File: src/rtl/pei_pkg.sv
package pei_pkg;

    typedef enum logic [1:0] {
        REG_ENABLE   = 2'd0,
        REG_POLARITY = 2'd1,
        REG_FLAG     = 2'd2,
        REG_NONE     = 2'd3
    } reg_sel_e;

    typedef enum logic [1:0] {
        ARM_FILL_A = 2'd0,
        ARM_FILL_B = 2'd1,
        ARM_FILL_C = 2'd2,
        ARM_LIVE   = 2'd3
    } arm_state_e;

endpackage

File: src/rtl/pei_arm_fsm.sv
module pei_arm_fsm
    import pei_pkg::*;
(
    input  logic clk,
    input  logic rst_n,
    output logic armed_o
);

    arm_state_e state_q;
    arm_state_e state_d;

    // state register
    always_ff @(posedge clk or negedge rst_n) begin
        if (!rst_n) begin
            state_q <= ARM_FILL_A;
        end else begin
            state_q <= state_d;
        end
    end

    // next state
    always_comb begin
        state_d = state_q;
        unique case (state_q)
            ARM_FILL_A: state_d = ARM_FILL_B;
            ARM_FILL_B: state_d = ARM_FILL_C;
            ARM_FILL_C: state_d = ARM_LIVE;
            ARM_LIVE:   state_d = ARM_LIVE;
        endcase
    end

    // outputs
    always_comb begin
        armed_o = 1'b0;
        unique case (state_q)
            ARM_FILL_A, ARM_FILL_B, ARM_FILL_C: armed_o = 1'b0;
            ARM_LIVE:                           armed_o = 1'b1;
        endcase
    end


    live_sticky_chk: assert property (@(posedge clk) disable iff (!rst_n)
        (state_q == ARM_LIVE) |=> (state_q == ARM_LIVE));


    fill_order_chk: assert property (@(posedge clk) disable iff (!rst_n)
        (state_q == ARM_FILL_A) |=> (state_q == ARM_FILL_B));

endmodule

File: src/rtl/pei_edge.sv
module pei_edge #(
    parameter int NUM_PINS  = 8,
    parameter int IMPL_PINS = 8
) (
    input  logic                clk,
    input  logic                rst_n,
    input  logic [NUM_PINS-1:0] pin_i,
    input  logic [NUM_PINS-1:0] pol_i,
    input  logic                armed_i,
    output logic [NUM_PINS-1:0] set_o
);

    for (genvar g = 0; g < NUM_PINS; g++) begin : g_pin
        if (g < IMPL_PINS) begin : g_live
            logic meta_q;
            logic level_q;
            logic hist_q;
            logic rose;
            logic fell;

            always_ff @(posedge clk or negedge rst_n) begin
                if (!rst_n) begin
                    meta_q  <= 1'b0;
                    level_q <= 1'b0;
                    hist_q  <= 1'b0;
                end else begin
                    meta_q  <= pin_i[g];
                    level_q <= meta_q;
                    hist_q  <= level_q;
                end
            end

            // history follows the raw level, so polarity has no memory
            assign rose     = level_q & ~hist_q;
            assign fell     = ~level_q & hist_q;
            assign set_o[g] = armed_i & (pol_i[g] ? rose : fell);


            pol_quiet_chk: assert property (@(posedge clk) disable iff (!rst_n)
                ($changed(pol_i[g]) && $stable(level_q)) |-> !set_o[g]);
        end else begin : g_absent
            logic unused_pin;
            assign unused_pin = pin_i[g] ^ pol_i[g];
            assign set_o[g]   = 1'b0;
        end
    end

endmodule

File: src/rtl/pei_regs.sv
module pei_regs
    import pei_pkg::*;
#(
    parameter int NUM_PINS  = 8,
    parameter int IMPL_PINS = 8
) (
    input  logic                clk,
    input  logic                rst_n,
    input  logic                we_i,
    input  logic [1:0]          addr_i,
    input  logic [NUM_PINS-1:0] wdata_i,
    input  logic [NUM_PINS-1:0] set_i,
    output logic [NUM_PINS-1:0] rdata_o,
    output logic [NUM_PINS-1:0] en_o,
    output logic [NUM_PINS-1:0] pol_o,
    output logic [NUM_PINS-1:0] flag_o
);

    localparam logic [NUM_PINS-1:0] IMPL_MASK =
        {NUM_PINS{1'b1}} >> (NUM_PINS - IMPL_PINS);

    reg_sel_e            sel;
    logic [NUM_PINS-1:0] en_q;
    logic [NUM_PINS-1:0] pol_q;
    logic [NUM_PINS-1:0] flag_q;
    logic [NUM_PINS-1:0] clr;

    assign sel = reg_sel_e'(addr_i);
    assign clr = (we_i && sel == REG_FLAG) ? wdata_i : '0;

    always_ff @(posedge clk or negedge rst_n) begin
        if (!rst_n) begin
            en_q   <= '0;
            pol_q  <= IMPL_MASK;
            flag_q <= '0;
        end else begin
            if (we_i && sel == REG_ENABLE)   en_q  <= wdata_i & IMPL_MASK;
            if (we_i && sel == REG_POLARITY) pol_q <= wdata_i & IMPL_MASK;
            // set wins over a simultaneous clear
            flag_q <= ((flag_q & ~clr) | set_i) & IMPL_MASK;
        end
    end

    always_comb begin
        rdata_o = '0;
        unique case (sel)
            REG_ENABLE:   rdata_o = en_q;
            REG_POLARITY: rdata_o = pol_q;
            REG_FLAG:     rdata_o = flag_q;
            REG_NONE:     rdata_o = '0;
        endcase
    end

    assign en_o   = en_q;
    assign pol_o  = pol_q;
    assign flag_o = flag_q;


    w1c_clear_chk: assert property (@(posedge clk) disable iff (!rst_n)
        (we_i && sel == REG_FLAG) |=> ((flag_q & $past(wdata_i) & ~$past(set_i)) == '0));


    w0_keep_chk: assert property (@(posedge clk) disable iff (!rst_n)
        (we_i && sel == REG_FLAG) |=> (($past(flag_q) & ~$past(wdata_i) & ~flag_q) == '0));


    set_wins_chk: assert property (@(posedge clk) disable iff (!rst_n)
        (|set_i) |=> ((flag_q & $past(set_i)) == $past(set_i)));


    flag_source_chk: assert property (@(posedge clk) disable iff (!rst_n)
        ((flag_q & ~$past(flag_q) & ~$past(set_i)) == '0));


    upper_zero_chk: assert property (@(posedge clk) disable iff (!rst_n)
        ((rdata_o & ~IMPL_MASK) == '0));

endmodule

File: src/rtl/pin_edge_irq.sv
module pin_edge_irq #(
    parameter int NUM_PINS  = 8,
    parameter int IMPL_PINS = 8
) (
    input  logic                clk,
    input  logic                rst_n,
    input  logic [NUM_PINS-1:0] pin_i,
    input  logic                reg_we,
    input  logic [1:0]          reg_addr,
    input  logic [NUM_PINS-1:0] reg_wdata,
    output logic [NUM_PINS-1:0] reg_rdata,
    output logic                irq_o
);

    logic                armed;
    logic [NUM_PINS-1:0] set_w;
    logic [NUM_PINS-1:0] en_w;
    logic [NUM_PINS-1:0] pol_w;
    logic [NUM_PINS-1:0] flag_w;
    logic                irq_q;

    pei_arm_fsm u_arm (
        .clk     (clk),
        .rst_n   (rst_n),
        .armed_o (armed)
    );

    pei_edge #(
        .NUM_PINS  (NUM_PINS),
        .IMPL_PINS (IMPL_PINS)
    ) u_edge (
        .clk     (clk),
        .rst_n   (rst_n),
        .pin_i   (pin_i),
        .pol_i   (pol_w),
        .armed_i (armed),
        .set_o   (set_w)
    );

    pei_regs #(
        .NUM_PINS  (NUM_PINS),
        .IMPL_PINS (IMPL_PINS)
    ) u_regs (
        .clk     (clk),
        .rst_n   (rst_n),
        .we_i    (reg_we),
        .addr_i  (reg_addr),
        .wdata_i (reg_wdata),
        .set_i   (set_w),
        .rdata_o (reg_rdata),
        .en_o    (en_w),
        .pol_o   (pol_w),
        .flag_o  (flag_w)
    );

    always_ff @(posedge clk or negedge rst_n) begin
        if (!rst_n) begin
            irq_q <= 1'b0;
        end else begin
            irq_q <= |(flag_w & en_w);
        end
    end

    assign irq_o = irq_q;


    irq_source_chk: assert property (@(posedge clk) disable iff (!rst_n)
        irq_o |-> $past(|flag_w));


    warmup_quiet_chk: assert property (@(posedge clk) disable iff (!rst_n)
        !armed |-> (flag_w == '0));

endmodule

File: config.mk
export PLATFORM = sky130hd
export DESIGN_NAME = pin_edge_irq
export DESIGN_NICKNAME = d
export VERILOG_FILES = /design/src/rtl/pei_pkg.sv /design/src/rtl/pei_arm_fsm.sv /design/src/rtl/pei_edge.sv /design/src/rtl/pei_regs.sv /design/src/rtl/pin_edge_irq.sv
export SDC_FILE = /design/constraint.sdc
export NUM_CORES = 1
export LEC_CHECK = 0
export BUFFER_PORTS_ARGS = -buffer_cell sky130_fd_sc_hd__buf_2
export CAP_MARGIN = 30
export CELL_PAD_IN_SITES_DETAIL_PLACEMENT = 1
export CELL_PAD_IN_SITES_GLOBAL_PLACEMENT = 2
export CORE_ASPECT_RATIO = 1.2
export CORE_UTILIZATION = 40
export CTS_BUF_LIST = sky130_fd_sc_hd__clkbuf_4 sky130_fd_sc_hd__clkbuf_8
export DETAILED_ROUTE_END_ITERATION = 10
export PLACE_DENSITY_LB_ADDON = 0.1
export SLEW_MARGIN = 20
export SYNTH_ARGS = -nofsm -noshare
export SYNTH_HDL_FRONTEND = slang
export SYNTH_SLANG_ARGS = --single-unit
File: constraint.sdc
create_clock -name clk -period 1.25 [get_ports clk]
set_input_delay 0.25 -clock clk [delete_from_list [all_inputs] [get_ports clk]]
set_output_delay 0.25 -clock clk [all_outputs]
set_load 0.02 [all_outputs]
==> results.tsv <==
metric	value	unit
outcome	finished with violations	
violated checks	negative setup slack	
Core Area	0.00470	sq mm
gr usage total	0.189	
Slowest cell on crit path	dfstp_2	
residual DRC count	0	
WS Path Type	reg2out	
worst reg2reg path depth	4	
grt ovf	0	
global-route wire length before repair	7190	microns
worst-path maximum fanout	2	
Mapped Avg Cell Area	13.4	sq um
number of global-route vias before repair	1465	
Critical Path, Cell by Cell	mux2i_1 -> o21ai_1 -> buf_4	
CTS Buf Count	5	
relative slew slack	0.757	
Post-synth EDFFs	0	
Leak	1.09	nW
TritonCTS clock tree	done	
highest clock rate	681	MHz
Worst path max stage delay	0.54	ns
nets	222	
Synth async-reset ratio	1.00	
Max Root-Sink Buffers	2	
P&R area growth vs syn	24.4	%
largest net degree at the start of global routing	52	
Startpoint Class	flop	
fin crit period	1.47	ns
I/O pins	30	
most frequent cell after synthesis	dfrtp_1	
port bufs	29	
RR Endpoint	u_regs.flag_o[5]	
clk sinks	51	
Post-Place Setup Slack	-0.0663	ns
largest cells by area after synthesis	dfrtp_1 (54%), dfstp_2 (11%), mux2_2 (9.1%), nand2_1 (4.3%), a32o_1 (4.0%)	
via count	1349	
Worst Hold Depth	1	
Yosys top cell by area	dfrtp_1	
Pwr Density	1470	mW/mm^2
Antenna Nets Post-Route	0	
MaxCap Viol Count	0	
DP HPWL	2990	microns
hold path startpoint	pin_i[2]	
R2R setup slack	0.06	ns
initial antenna violation count	0	
post-synthesis net count	169	
register area share after synthesis	0.647	
DR vias/cell	5.19	
Setup crit start	u_regs.pol_o[6]	
Yosys reg bits	51	
crit path DAT	1.22	ns
setup ws final	-0.218	ns
area share of the largest cell type after synthesis	0.542	
Synth cell types	20	
gpl congestion	0.765	
1st-iter DRT viols	51	
share of cells above drive strength 1	0.431	
Yosys warning count	0	
Avg WL per Cell	16.6	microns
setup TNS	-1.61	ns
Min-Delay Path Class	in2reg	
diode count	0	
final setup fails	8	
worst path required time	1.00	ns
ratio of final minimum period to clock period	1.17	
crit end category	primary output	
total die area	0.00525	sq mm
Post-Synthesis Cell Area	0.00199	sq mm
TritonRoute pass-1 iters	4	
Slew Limit Fails	0	
Slew @ Worst Pin	0.364	ns
Post-synth top cells	dfrtp_1 (43), nand2_1 (23), mux2_2 (16)	
Clk pin slew, worst setup/hold paths	0.09	ns
clk root buf	clkbuf_8	
worst-skew pair later-pin latency	0.30	ns
Die Y	79.2	microns
Layout Skew	0.00845	ns
VDD IR max	0.720	mV
Initial Util	0.423	
unrepaired setup endpoints after global routing	true	
Worst Hold Endpoint	u_edge.g_pin[2].g_live.meta_q	
Die W	66.3	microns
top_reg_cell synth	dfrtp_1	
FILL cells	501	
Routed WL	4320	microns
total chip power	3.63	mW
Final Hold Vio Count	0	
Mapped Cells	148	
# rows	27	
beginning of the worst register-to-register path	u_regs.pol_o[5]	
H-tree depth	2	
report_power, final:
| group | switching, mW | internal (mW) | leakage, nW |
|---|---|---|---|
| combinational | 0.316 | 0.378 | 0.482 |
| clock | 0.528 | 0.414 | 0.0446 |
| sequential | 0.126 | 1.87 | 0.564 |
| total | 0.970 | 2.66 | 1.09 |
worst max-delay path: cells and delay by family, from the launching register on:
family | cells | cell delay, ns
AO/OA/AOI/OAI | 1 | 0.15
multiplexers | 1 | 0.07
flip-flops | 1 | 0.54
buffers and inverters | 1 | 0.16
final cells by class:
class / count / area, sq um / share of cell area
clock buffers: 6 / 76.3 / 0.0309
clock inverters: 2 / 12.5 / 0.00506
multi-input cells: 91 / 671 / 0.271
flip-flops and latches: 51 / 1290 / 0.521
well taps: 58 / 72.6 / 0.0294
repair buffers: 52 / 353 / 0.143
registers in the layout (all words and copies together), names as in the netlist:
register,cells
u_regs.pol_o,8
u_arm.state_q,2
u_edge.g_pin.g_live.meta_q,8
u_regs.en_o,8
u_edge.g_pin.g_live.hist_q,8
u_regs.flag_o,8
irq_o,1
u_edge.g_pin.g_live.level_q,8
per-stage QoR:
step	utilization	instances	instance area, sq um	hold WS [ns]
after floorplan	-	148	1990	-0.0456
after global placement	0.486	242	2280	0.255
after detailed placement	0.486	242	2280	0.263
after CTS	0.524	259	2460	0.0405
after global routing	0.526	260	2470	0.0254
final	0.526	260	2470	0.0485
kinds of logic (layout without fill, tap and decap cells):
| logic type | after synthesis | in the layout | share of synthesized area |
|---|---|---|---|
| flops | 51 | 51 | 0.647 |
| simple gates | 39 | 39 | 0.105 |
| compound gates | 28 | 28 | 0.100 |
| mux | 24 | 24 | 0.131 |
| buf+inv | 6 | 60 | 0.0170 |
per-layer routing:
metal	track usage	wire [microns]
met4	0.0447	46
met1	0.225	1800
met2	0.338	2350
met5	0	0
met3	0.0474	123
cell usage in the layout, fill, tap and decap left out, types with 8 or more instances in the layout:
master,n
a32o_1,8
nand2_1,23
o21ai_1,8
mux2_2,16
dfstp_2,8
buf_2,21
dfrtp_1,43
buf_4,29
nand2b_1,9
worst max-delay path by stage:
stage                      to  slack [ns]  depth (start not counted)
2_1_floorplan  u_regs.en_o[0]        0.02                          3
3_3_place_gp     reg_rdata[5]       -0.04                          6
3_5_place_dp     reg_rdata[4]       -0.07                          6
4_1_cts          reg_rdata[4]       -0.24                          3
5_1_grt          reg_rdata[6]       -0.30                          3
6_report         reg_rdata[6]       -0.22                          3
timing repair:
item | CTS | global route
pin swaps | 1 | 2
resized for setup | 8 | 1
hold buffers | 1 | 0
hold endpoints to repair | 43 | 0
gates cloned | 0 | 0
buffers inserted | 8 | 1
endpoints found under the setup margin | 8 | 8
No activity file was read; power rests on OpenSTA's default activity.
